### src/rtl/tdw_pkg.sv
package tdw_pkg;
  typedef enum logic [1:0] {
    ST_POLL = 2'd0,
    ST_READ = 2'd1,
    ST_WB   = 2'd2
  } tdw_state_e;

  localparam int ADDR_W   = 32;
  localparam int LEN_W    = 16;
  localparam int LEN_LSB  = 16;
  localparam int FLG_RDY  = 0;
  localparam int FLG_WRAP = 1;
  localparam int FLG_DONE = 2;
  localparam int FLG_URUN = 3;
endpackage

### src/rtl/tdw_desc_table.sv
module tdw_desc_table
  import tdw_pkg::*;
#(
  parameter int NUM_DESC = 4,
  localparam int IW = $clog2(NUM_DESC)
) (
  input  logic              clk,
  input  logic              rst_n,
  input  logic              sw_we,
  input  logic [IW-1:0]     sw_idx,
  input  logic              sw_sel,
  input  logic [31:0]       sw_wdata,
  output logic [31:0]       sw_rdata,
  input  logic [IW-1:0]     eng_idx,
  output logic              eng_rdy,
  output logic              eng_wrap,
  output logic [LEN_W-1:0]  eng_len,
  output logic [ADDR_W-1:0] eng_base,
  input  logic              wb_en,
  input  logic [31:0]       wb_ctrl,
  input  logic [ADDR_W-1:0] wb_addr
);
  logic [NUM_DESC-1:0][31:0]       ctrl_all;
  logic [NUM_DESC-1:0][ADDR_W-1:0] addr_all;
  logic [NUM_DESC-1:0]             rdy_all;
  logic [NUM_DESC-1:0]             wrap_all;
  logic [NUM_DESC-1:0][LEN_W-1:0]  len_all;

  for (genvar g = 0; g < NUM_DESC; g++) begin : g_ent
    logic [31:0]       c_q;
    logic [ADDR_W-1:0] a_q;
    logic              hit_eng;
    logic              hit_sw;

    assign hit_eng = wb_en && (eng_idx == IW'(g));
    assign hit_sw  = sw_we && (sw_idx == IW'(g));

    // engine write-back takes priority over a software write
    always_ff @(posedge clk or negedge rst_n) begin
      if (!rst_n) begin
        c_q <= '0;
        a_q <= '0;
      end else if (hit_eng) begin
        c_q <= wb_ctrl;
        a_q <= wb_addr;
      end else if (hit_sw) begin
        if (sw_sel) a_q <= sw_wdata;
        else        c_q <= sw_wdata;
      end
    end

    assign ctrl_all[g] = c_q;
    assign addr_all[g] = a_q;
    assign rdy_all[g]  = c_q[FLG_RDY];
    assign wrap_all[g] = c_q[FLG_WRAP];
    assign len_all[g]  = c_q[LEN_LSB +: LEN_W];
  end

  assign sw_rdata = sw_sel ? addr_all[sw_idx] : ctrl_all[sw_idx];
  assign eng_rdy  = rdy_all[eng_idx];
  assign eng_wrap = wrap_all[eng_idx];
  assign eng_len  = len_all[eng_idx];
  assign eng_base = addr_all[eng_idx];
endmodule

### src/rtl/tdw_engine.sv
module tdw_engine
  import tdw_pkg::*;
#(
  parameter int NUM_DESC = 4,
  parameter int DW = 32,
  localparam int IW = $clog2(NUM_DESC)
) (
  input  logic              clk,
  input  logic              rst_n,
  output logic [IW-1:0]     cur_idx,
  input  logic              cur_rdy,
  input  logic              cur_wrap,
  input  logic [LEN_W-1:0]  cur_len,
  input  logic [ADDR_W-1:0] cur_base,
  output logic              mem_req,
  input  logic              mem_gnt,
  output logic [ADDR_W-1:0] mem_addr,
  input  logic              tx_full,
  input  logic              tx_empty,
  output logic              tx_push,
  output logic              tx_last,
  output logic              wb_en,
  output logic [31:0]       wb_ctrl,
  output logic [ADDR_W-1:0] wb_addr
);
  localparam int BPW = DW / 8;
  localparam logic [LEN_W-1:0] BPW_L = LEN_W'(BPW);
  localparam logic [IW-1:0] IDX_MAX = IW'(NUM_DESC - 1);

  tdw_state_e        state_q, state_d;
  logic [IW-1:0]     idx_q, idx_d;
  logic [ADDR_W-1:0] addr_q, addr_d;
  logic [LEN_W-1:0]  rem_q, rem_d, len_q, len_d, step;
  logic              wrap_q, wrap_d, strt_q, strt_d, urun_q, urun_d;
  logic              lst, xfer, ld_en, adv_en, st_en;

  always_comb begin
    lst     = (rem_q <= BPW_L);
    step    = lst ? rem_q : BPW_L;
    mem_req = (state_q == ST_READ) && !tx_full;
    xfer    = mem_req && mem_gnt;
    ld_en   = (state_q == ST_POLL) && cur_rdy;
    adv_en  = xfer;
    st_en   = ld_en || (adv_en && lst) || (state_q == ST_WB);
  end

  always_comb begin
    state_d = state_q;
    idx_d   = idx_q;
    addr_d  = addr_q;
    rem_d   = rem_q;
    len_d   = len_q;
    wrap_d  = wrap_q;
    strt_d  = strt_q;
    urun_d  = urun_q;
    unique case (state_q)
      ST_POLL: begin
        addr_d  = cur_base;
        rem_d   = cur_len;
        len_d   = cur_len;
        wrap_d  = cur_wrap;
        strt_d  = 1'b0;
        urun_d  = 1'b0;
        state_d = (cur_len == '0) ? ST_WB : ST_READ;
      end
      ST_READ: begin
        if (strt_q && tx_empty) urun_d = 1'b1;
        addr_d  = addr_q + ADDR_W'(step);
        rem_d   = rem_q - step;
        strt_d  = 1'b1;
        state_d = ST_WB;
      end
      ST_WB: begin
        state_d = ST_POLL;
        idx_d   = (wrap_q || idx_q == IDX_MAX) ? '0 : idx_q + IW'(1);
      end
      default: state_d = ST_POLL;
    endcase
  end

  always_ff @(posedge clk or negedge rst_n) begin
    if (!rst_n) begin
      state_q <= ST_POLL;
      idx_q   <= '0;
      addr_q  <= '0;
      rem_q   <= '0;
      len_q   <= '0;
      wrap_q  <= 1'b0;
      strt_q  <= 1'b0;
      urun_q  <= 1'b0;
    end else begin
      if (st_en) state_q <= state_d;
      if (state_q == ST_WB) idx_q <= idx_d;
      if (ld_en || adv_en) begin
        addr_q <= addr_d;
        rem_q  <= rem_d;
        strt_q <= strt_d;
      end
      if (ld_en) begin
        len_q  <= len_d;
        wrap_q <= wrap_d;
      end
      if (ld_en || state_q == ST_READ) urun_q <= urun_d;
    end
  end

  always_comb begin
    wb_ctrl                      = '0;
    wb_ctrl[LEN_LSB +: LEN_W]    = len_q;
    wb_ctrl[FLG_DONE]            = 1'b1;
    wb_ctrl[FLG_WRAP]            = wrap_q;
    wb_ctrl[FLG_URUN]            = urun_q;
  end

  assign wb_en    = (state_q == ST_WB);
  assign wb_addr  = addr_q;
  assign mem_addr = addr_q;
  assign cur_idx  = idx_q;
  assign tx_push  = xfer;
  assign tx_last  = xfer && lst;
endmodule

### src/rtl/tdw_top.sv
module tdw_top
  import tdw_pkg::*;
#(
  parameter int NUM_DESC = 4,
  parameter int DW = 32,
  localparam int IW = $clog2(NUM_DESC)
) (
  input  logic              clk,
  input  logic              rst_n,
  input  logic              reg_we,
  input  logic [IW:0]       reg_addr,
  input  logic [31:0]       reg_wdata,
  output logic [31:0]       reg_rdata,
  output logic              mem_req,
  output logic [ADDR_W-1:0] mem_addr,
  input  logic              mem_gnt,
  input  logic [DW-1:0]     mem_rdata,
  output logic              tx_push,
  output logic [DW-1:0]     tx_data,
  output logic              tx_last,
  input  logic              tx_full,
  input  logic              tx_empty
);
  logic [1:0]        rs_q;
  logic              rst_i;
  logic [IW-1:0]     cur_idx;
  logic              cur_rdy, cur_wrap, wb_en;
  logic [LEN_W-1:0]  cur_len;
  logic [ADDR_W-1:0] cur_base, wb_addr;
  logic [31:0]       wb_ctrl;

  always_ff @(posedge clk or negedge rst_n) begin
    if (!rst_n) rs_q <= '0;
    else        rs_q <= {rs_q[0], 1'b1};
  end
  assign rst_i = rs_q[1];

  tdw_desc_table #(.NUM_DESC(NUM_DESC)) u_tab (
    .clk      (clk),
    .rst_n    (rst_i),
    .sw_we    (reg_we),
    .sw_idx   (reg_addr[IW:1]),
    .sw_sel   (reg_addr[0]),
    .sw_wdata (reg_wdata),
    .sw_rdata (reg_rdata),
    .eng_idx  (cur_idx),
    .eng_rdy  (cur_rdy),
    .eng_wrap (cur_wrap),
    .eng_len  (cur_len),
    .eng_base (cur_base),
    .wb_en    (wb_en),
    .wb_ctrl  (wb_ctrl),
    .wb_addr  (wb_addr)
  );

  tdw_engine #(.NUM_DESC(NUM_DESC), .DW(DW)) u_eng (
    .clk      (clk),
    .rst_n    (rst_i),
    .cur_idx  (cur_idx),
    .cur_rdy  (cur_rdy),
    .cur_wrap (cur_wrap),
    .cur_len  (cur_len),
    .cur_base (cur_base),
    .mem_req  (mem_req),
    .mem_gnt  (mem_gnt),
    .mem_addr (mem_addr),
    .tx_full  (tx_full),
    .tx_empty (tx_empty),
    .tx_push  (tx_push),
    .tx_last  (tx_last),
    .wb_en    (wb_en),
    .wb_ctrl  (wb_ctrl),
    .wb_addr  (wb_addr)
  );

  assign tx_data = mem_rdata;
endmodule

### config.mk
export PLATFORM = sky130hd
export DESIGN_NAME = tdw_top
export DESIGN_NICKNAME = d
export VERILOG_FILES = /design/src/rtl/tdw_pkg.sv /design/src/rtl/tdw_desc_table.sv /design/src/rtl/tdw_engine.sv /design/src/rtl/tdw_top.sv
export SDC_FILE = /design/constraint.sdc
export NUM_CORES = 1
export LEC_CHECK = 0
export BUFFER_PORTS_ARGS = -buffer_cell sky130_fd_sc_hd__buf_2
export CORE_MARGIN = 8
export CORE_UTILIZATION = 35
export CTS_CLUSTER_SIZE = 16
export DETAILED_ROUTE_END_ITERATION = 12
export PLACE_DENSITY = 0.57
export SKIP_CTS_REPAIR_TIMING = 1
export SYNTH_ARGS = -nofsm -noshare
export SYNTH_HDL_FRONTEND = slang
export SYNTH_SLANG_ARGS = --single-unit
### constraint.sdc
create_clock -name clk -period 9.5 [get_ports clk]
set_input_delay 0.95 -clock clk [delete_from_list [all_inputs] [get_ports clk]]
set_output_delay 0.95 -clock clk [all_outputs]
set_load 0.02 [all_outputs]
Yosys cells after proc, flatten, opt, wreduce, memory -nomap -nowiden
Cells that the tools add are included.
- add/sub/neg operators: 3
- magnitude comparators: 3
- equal/unequal tests: 13
- multiplexer cells: 40
- reduce and logical (&&, ||, !) cells: 43
- operators with widths (cell ; number):
    $mux 32 ; 22
    $bmux 32 s2 ; 3
    $pmux 32 s2 ; 1
    $add 32x16->32 ; 1
    $bmux 16 s2 ; 1
    $mux 16 ; 2
    $pmux 16 s2 ; 1
    $reduce_and 2->1 ; 10
    $reduce_bool 2->1 ; 9
    $le 16x3->1 const B ; 1
    $logic_not 16->1 ; 1
    $sub 16x16->16 ; 1
    $logic_and 1x1->1 ; 13
    $eq 2x2->1 const B ; 5
    $ne 2x1->1 const B ; 4
    $eq 2x1->1 const B ; 3
    $logic_not 2->1 ; 3
    $lt 2x3->1 const B ; 2
    $logic_or 1x1->1 ; 5
    $bmux 1 s2 ; 2
    $mux 2 ; 2
    $pmux 1 s2 ; 2
    $pmux 2 s2 ; 1
    $mux 1 ; 3
    4 further kinds ; 4
- register bits: 329
- input port bits: 73
- output and inout bits: 99

Depth between registers and ports, before layout
Gate-level depths: netlist (run 1).
- depth after elaboration: 6
- gate-level depth with buffers: 12
- gate-level depth less buffers: 12

Modules after synthesis
A second synthesis (run 1) with hierarchy kept.
- cell total of the unflattened synthesis: 1988
- area, all modules: 20435.8 µm²
- modules (own cells, without submodules) (module ; times used ; cells each ; area each (µm²)):
    tdw_desc_table ; 1 ; 1330 ; 15112.0
    tdw_engine ; 1 ; 623 ; 5029.8
    tdw_top ; 1 ; 35 ; 294.0

Worst setup path after synthesis (run 1)
OpenSTA, ideal clock, no wires.
- path kind: in2out
- start: in reg_addr[1]
- end: out reg_rdata[0]
- arrival: 2.614 ns
- data required time: 8.550 ns
- path slack: 5.936 ns
- stages on the path: 4
- buffers on the path: 2
- cells stage by stage: clkbuf_1 > buf_1 > mux4_2 > mux2_2
- word-level cells in the longest chain between the ends: 3
- ends and longest elaborated chain (what ; line ; text):
    start, declared ; tdw_top.sv:11 ; input logic [IW:0] reg_addr,
    $bmux 32 s2 ; tdw_desc_table.sv:59 ; assign sw_rdata = sw_sel ? addr_all[sw_idx] : ctrl_all[sw_idx];
    $mux 32 (not written as such) ; tdw_desc_table.sv:59 ;
    $mux 32 * ; tdw_desc_table.sv:59 ;
    end, declared ; tdw_top.sv:13 ; output logic [31:0] reg_rdata,
Mark *: on every way between the ends. The rest lies on a longest branch, timed or not. The select of a mux whose other input is x is not followed.

Worst setup path after layout (run 1)
- start: in reg_addr[1]
- end: out reg_rdata[21]
Same word-level chain as after synthesis.

==> run summary, run 1 <==
Final net count: 2058
EDFF count, synth: 0
Ys flop type: dfrtp_1
Worst Tran Pin Value: 1.087 ns
Hold Path Class: in2async
Syn Inst Count: 1988
Worst setup SP type: input pin
Fmax: 230.2 MHz
Hold WS: 0.1749 ns
Max_cap viols: 0
Final setup fails: 0
DRT antenna net count: 0
Worst endpoint required time: 8.55 ns
Die H: 249.8 um
Core Region: 53920 um2
Most used routing layer: met2
Placer Congestion: 0.8463
Vias per cell: 5.889
Slew Limit Headroom: 27.53%
Max Root-Sink Buffers: 3
Share of layout cells above drive strength 1: 18.90%
Critical Path AT: 3.39 ns
Max IR drop VDD: 0.1777 mV
Global Route met1 Usage: 29.24%
Pin count of the biggest net entering global routing: 81
GRT Util Overall: 21.16%
DIE AREA: 62390 um2
Synth Warn #: 0
Die Span X: 249.8 um
Crit path buf inv count: 3
Sequential cell area fraction in the yosys report: 43.04%
Met2 Track Usage GR: 33.45%
First-pass GRT wire length: 102600 um
Post-layout power: 7.287 mW
# IOs: 172
CTS tree: yes
Clk_lat worst skew: 0.57 ns
Post-synth ARST share: 100.0%
TritonCTS Buffers: 38
Avg Inst Size Synth: 9.621 um2
Clock sink total: 329
Crit-path max cell delay: 0.87 ns
Register bit total from synthesis: 329
Synth unique cells: 59
Tcrit/Tclk final: 45.73%
Initial Utilization: 35.47%
Initial antenna violation count: 5
Row cnt: 85
RSZ-0062 raised after global routing: false
First DRT Iteration DRCs: 1720
Run status: completed
Layout area overhead: 10.73%
M3 GR Usage: 3.637%
Number of global-route vias before repair: 15720
Crit end category: output port
Final slew viol count: 0
Routed WL: 67170 um
Critical path's top delay family: buffers and inverters
Clock root buffer master: clkbuf_16
CP Class: in2out
CP Max Fanout: 53
Pre-Repair DR Iteration Count: 6
Post-DP HPWL: 43500 um
Total gr overflow: 0
Most frequent cell on the critical path: buf_4
CP Cell Sequence: buf_4, buf_4, mux4_2, mux2_2, buf_2
Pwr dens: 344.0 nW/um2
Slowest CP cell: buf_4
Fin Setup TNS: 0 ns
Post-Syn Area: 19130 um2
Clock Skews: 0.02559 ns
Register clock-pin slew on the reported worst setup and hold paths: 0.05 ns
Final hold viol count: 0
DR WL/cell: 25.00 um
Leakage: 9.155 nW
H-tree lvl count: 2
PortBufs: 107
Residual DRC: 0
Fin crit period: 4.344 ns
Routed vias: 15820
==> cell type report <==
type / count / area [um2]
Fill cell: 5286 / 32740
Multi-Input combinational cell: 1448 / 10010
Sequential cell: 329 / 8242
Clock buffer: 57 / 1144
Tap cell: 696 / 870.8
Timing Repair Buffer: 140 / 788.3
Clock inverter: 9 / 96.34
Inverter: 6 / 22.52
Antenna cell: 2 / 5.005
==> cell usage after synthesis, types with 5 or more instances <==
library cell	number	area, um2
mux2_2	34	382.9
mux4_2	114	2567
nand3_1	27	135.1
o21ai_0	155	775.7
a31oi_1	81	506.7
nand2_1	493	1851
or3_1	6	37.54
a211oi_1	7	52.55
o211ai_1	10	75.07
nor4_1	9	56.30
a21oi_1	102	510.5
nor2_1	115	431.7
nor3_1	13	65.06
nor2b_1	5	31.28
dfrtp_1	329	8233
and3_1	13	81.33
nand4_1	10	62.56
a22oi_1	5	37.54
buf_1	17	63.81
clkbuf_1	152	570.6
o22ai_1	7	43.79
nand2b_1	6	37.54
inv_1	6	22.52
buf_2	14	70.07
and2_1	11	68.82
xnor2_1	9	78.83
mux2i_1	128	1281
ha_1	21	262.8
buf_4	34	255.2
==> flip-flops by register name, indices dropped and copies added, names as in the netlist <==
signal	count
u_eng.state_q	2
u_tab.g_ent.c_q	128
u_eng.cur_idx	2
u_eng.len_q	16
rs_q	2
u_eng.wrap_q	1
u_eng.strt_q	1
u_tab.g_ent.a_q	128
u_eng.rem_q	16
u_eng.urun_q	1
u_eng.mem_addr	32
==> metrics by stage <==
| stage | setup WS (ns) | std cells | util (%) | instance area (um2) |
|---|---|---|---|---|
| floorplan | 4.120 | 2001 | - | 19180 |
| global placement | 5.160 | 2619 | 36.97 | 19940 |
| detailed placement | 5.117 | 2619 | 36.97 | 19940 |
| CTS | 5.126 | 2685 | 39.27 | 21180 |
| global route | 4.979 | 2686 | 39.28 | 21180 |
| finish | 5.156 | 2687 | 39.28 | 21180 |
==> routing by layer <==
layer  vias to the layer above  wire length, um
met1                      8081            29280
met4                         4             1970
met5                         -               24
li1                       6961                -
met3                       121             4328
met2                       657            31570
==> power breakdown <==
group	total (mW)	switching, mW	internal (mW)
clock network	1.49	0.625	0.860
registers	2.81	0.757	2.06
logic	2.99	1.67	1.32
==> placed cells by master, fill, tap and decap left out, drive strengths merged, types with 7 or more instances in the layout <==
master,netlist,final
nand2,493,493
dfrtp,329,329
o21ai,157,157
buf,65,140
mux2i,128,128
nor2,115,115
mux4,114,114
a21oi,103,103
a31oi,81,81
clkbuf,153,57
mux2,34,34
nand3,27,27
ha,21,21
conb,2,15
and3,13,13
nor3,13,13
and2,12,12
nand4,10,10
o211ai,10,10
nor4,9,9
xnor2,9,9
clkinv,0,8
o22ai,7,7
a211oi,7,7
==> kinds of logic (layout without fill, tap and decap cells) <==
kind of cell,after synthesis,after routing,share of synthesized area (%)
muxes,276,276,22.12
and+or+nand+nor,721,721,15.49
buffers and inverters,224,212,5.161
other,2,17,0.03926
adders and majority gates,22,22,1.478
AOI/OAI and AO/OA,401,401,12.07
DFF,329,329,43.04
xor gates and xnor gates,13,13,0.5953
==> path summary, 6_finish.rpt <==
check	end	start	slack, ns	cells after the start
hold reg to reg	rs_q[1]$_DFF_PN0_	rs_q[0]$_DFF_PN0_	0.35	0
setup reg to reg	u_eng.mem_addr[24]$_DFFE_PN0P_	u_eng.rem_q[10]$_DFFE_PN0P_	5.48	12
min in group clk	rs_q[1]$_DFF_PN0_	rs_q[0]$_DFF_PN0_	0.35	0
max in group asynchronous	u_eng.cur_idx[0]$_DFFE_PN0P_	rs_q[1]$_DFF_PN0_	6.43	2
setup / recovery	reg_rdata[21]	reg_addr[1]	5.16	5
hold / removal	rs_q[1]$_DFF_PN0_	rst_n	0.17	1
Note: power is estimated with default switching activity, not from simulation.
==> run 2: changes to the inputs <==
- clock period: 9.5 -> 3.95 ns (I/O delays scaled with it)
==> run 2 against run 1 <==
Against the previous run:
- first-iteration DRC count decreased by 13%
- wire length decreased by 2.0%
- final area increased by 1.9%
- sequential share of layout area decreased by 0.73 points
- worst hold slack got worse by 0.086 ns
- cell count increased by 1.0%
- critical endpoint is now u_eng.mem_addr[30]$_DFFE_PN0P_
==> run summary, run 2 (synthesis results as in run 1) <==
Run status: completed
Initial antenna violation count: 6 (+1)
Clk_lat worst skew: 0.56 ns (about the same)
Post-Place Worst Slack: 0.2337 ns (-4.883 ns)
Core Region: 53920 um2 (unchanged)
# IOs: 172 (unchanged)
Leakage: 9.349 nW (+2.1%)
First-pass GRT wire length: 99870 um (-2.7%)
Row cnt: 85 (unchanged)
Routed WL: 65830 um (-2.0%)
Fin crit period: 3.654 ns
Routed vias: 15800 (-0.17%)
Pin count of the biggest net entering global routing: 81 (unchanged)
DRT antenna net count: 0 (unchanged)
First DRT Iteration DRCs: 1502 (-13%)
Crit end category: flip-flop
Worst setup SP type: flip-flop
Placer Congestion: 0.9260 (+9.4%)
Layout area overhead: 12.85%
Clock sink total: 329 (unchanged)
Final hold viol count: 0 (unchanged)
Fin Setup TNS: 0 ns (unchanged)
Setup WS post-layout: 0.2961 ns (-4.860 ns)
Fmax: 273.7 MHz
CP Class: reg2reg
Number of global-route vias before repair: 16000 (+1.7%)
CP Max Fanout: 8 (-85%)
Final net count: 2079 (+1.0%)
Max Root-Sink Buffers: 3 (unchanged)
PortBufs: 107 (unchanged)
Die H: 249.8 um (unchanged)
Total gr overflow: 0 (unchanged)
Post-DP HPWL: 43730 um (+0.54%)
Final setup fails: 0 (unchanged)
RSZ-0062 raised after global routing: false
Worst endpoint required time: 4.42 ns (-4.13 ns)
Pwr dens: 826.3 nW/um2 (+140%)
Most frequent cells in the layout: nand2_1, dfrtp_1, o21ai_0, mux2i_1, mux4_2
Most common cell after layout, fill and taps aside: nand2_1
Pre-Repair DR Iteration Count: 5 (-1)
Share of layout cells above drive strength 1: 19.66% (+0.76 points)
DR WL/cell: 24.25 um (-3.0%)
Initial Utilization: 35.47% (unchanged)
Design Area, Final: 21580 um2 (+1.9%)
Register clock-pin slew on the reported worst setup and hold paths: 0.06 ns (about the same)
Final slew viol count: 0 (unchanged)
GRT Util Overall: 20.60% (-0.56 points)
Tcrit/Tclk final: 92.50%
Clock Skews: 0.01754 ns (-0.008050 ns)
TritonCTS Buffers: 39 (+2.6%)
Max IR drop VDD: 0.4143 mV (+130%)
Critical Path AT: 4.12 ns (+0.73 ns)
Slew Limit Headroom: 31.24% (+3.7 points)
Vias per cell: 5.821 (-1.2%)
Hold Path Class: in2reg
H-tree lvl count: 2 (unchanged)
Residual DRC: 0 (unchanged)
DP Area: 20190 um2 (+1.3%)
DIE AREA: 62390 um2 (unchanged)
Worst Tran Pin Value: 1.031 ns (-0.05560 ns)
Clock root buffer master: clkbuf_16
Die Span X: 249.8 um (unchanged)
Max_cap viols: 0 (unchanged)
CTS tree: yes
-- run 2: cell types whose count changed in the layout (fill, tap and decap cells not counted), moves of 2 or more --
cell / before / now
buf_12: 0 / 10
buf_4: 35 / 44
bufinv_16: 1 / 4
clkbuf_1: 8 / 10
clkbuf_16: 39 / 41
clkbuf_8: 10 / 12
clkinv_8: 2 / 0
diode_2: 2 / 4
nand2_1: 488 / 491
nand2_2: 5 / 2
-- run 2: per-stage QoR --
step                total power, mW  hold slack, ns  std cells  utilization (%)
CTS                           17.85         -0.4083       2709            39.98
finish                        17.84         0.08938       2714            40.03
global placement              13.68          0.1819       2638            37.44
detailed placement            13.93          0.1849       2638            37.44
global route                  18.88         0.08730       2710            40.01
floorplan                     11.32         0.09941       2001                -
-- run 2: report_power, final --
group / internal [mW] / switching [mW] / total, mW
Sequential: 4.95 / 1.70 / 6.64
Combinational: 3.23 / 4.09 / 7.32
Clock: 2.38 / 1.49 / 3.87
-- run 2: final cells by class --
type,count,area (um2)
Inverter,6,22.52
Sequential cell,329,8242
Timing Repair Buffer,160,1066
Clock inverter,8,140.1
Tap cell,696,870.8
Fill cell,5230,32340
Multi-Input combinational cell,1448,10000
Antenna cell,4,10.01
Clock buffer,63,1229
-- run 2: final timing paths --
check | depth (start not counted) | end | slack, ns | startpoint
setup / recovery | 12 | u_eng.mem_addr[30]$_DFFE_PN0P_ | 0.30 | u_eng.rem_q[3]$_DFFE_PN0P_
min in group asynchronous | 2 | rs_q[1]$_DFF_PN0_ | 0.17 | rst_n
hold reg to reg | 0 | rs_q[1]$_DFF_PN0_ | 0.35 | rs_q[0]$_DFF_PN0_
setup reg to reg | 12 | u_eng.mem_addr[30]$_DFFE_PN0P_ | 0.30 | u_eng.rem_q[3]$_DFFE_PN0P_
max in group asynchronous | 1 | u_tab.g_ent[2].c_q[19]$_DFFE_PN0P_ | 2.42 | rs_q[1]$_DFF_PN0_
hold / removal | 2 | u_eng.urun_q$_DFFE_PN0P_ | 0.09 | tx_empty
-- run 2: critical path, cell delays in order (launching register included) --
cell and delay, ns:
dfrtp_1 0.44, nor4_2 0.39, and4_1 0.38, and3_1 0.20
ha_1 0.17, fa_1 0.26, a21oi_2 0.10, o21a_1 0.21
or4_4 0.51, a311oi_4 0.45, nand2_1 0.13, a21oi_1 0.17
a2bb2oi_1 0.16
-- run 2: metal layers --
metal  track usage, %  wire length, um  up-vias
met5                0               27        -
met1            27.13            27730     8011
li1                 -                -     6997
met4            7.844             2250        4
met2            33.40            31130      667
met3            3.928             4691      118
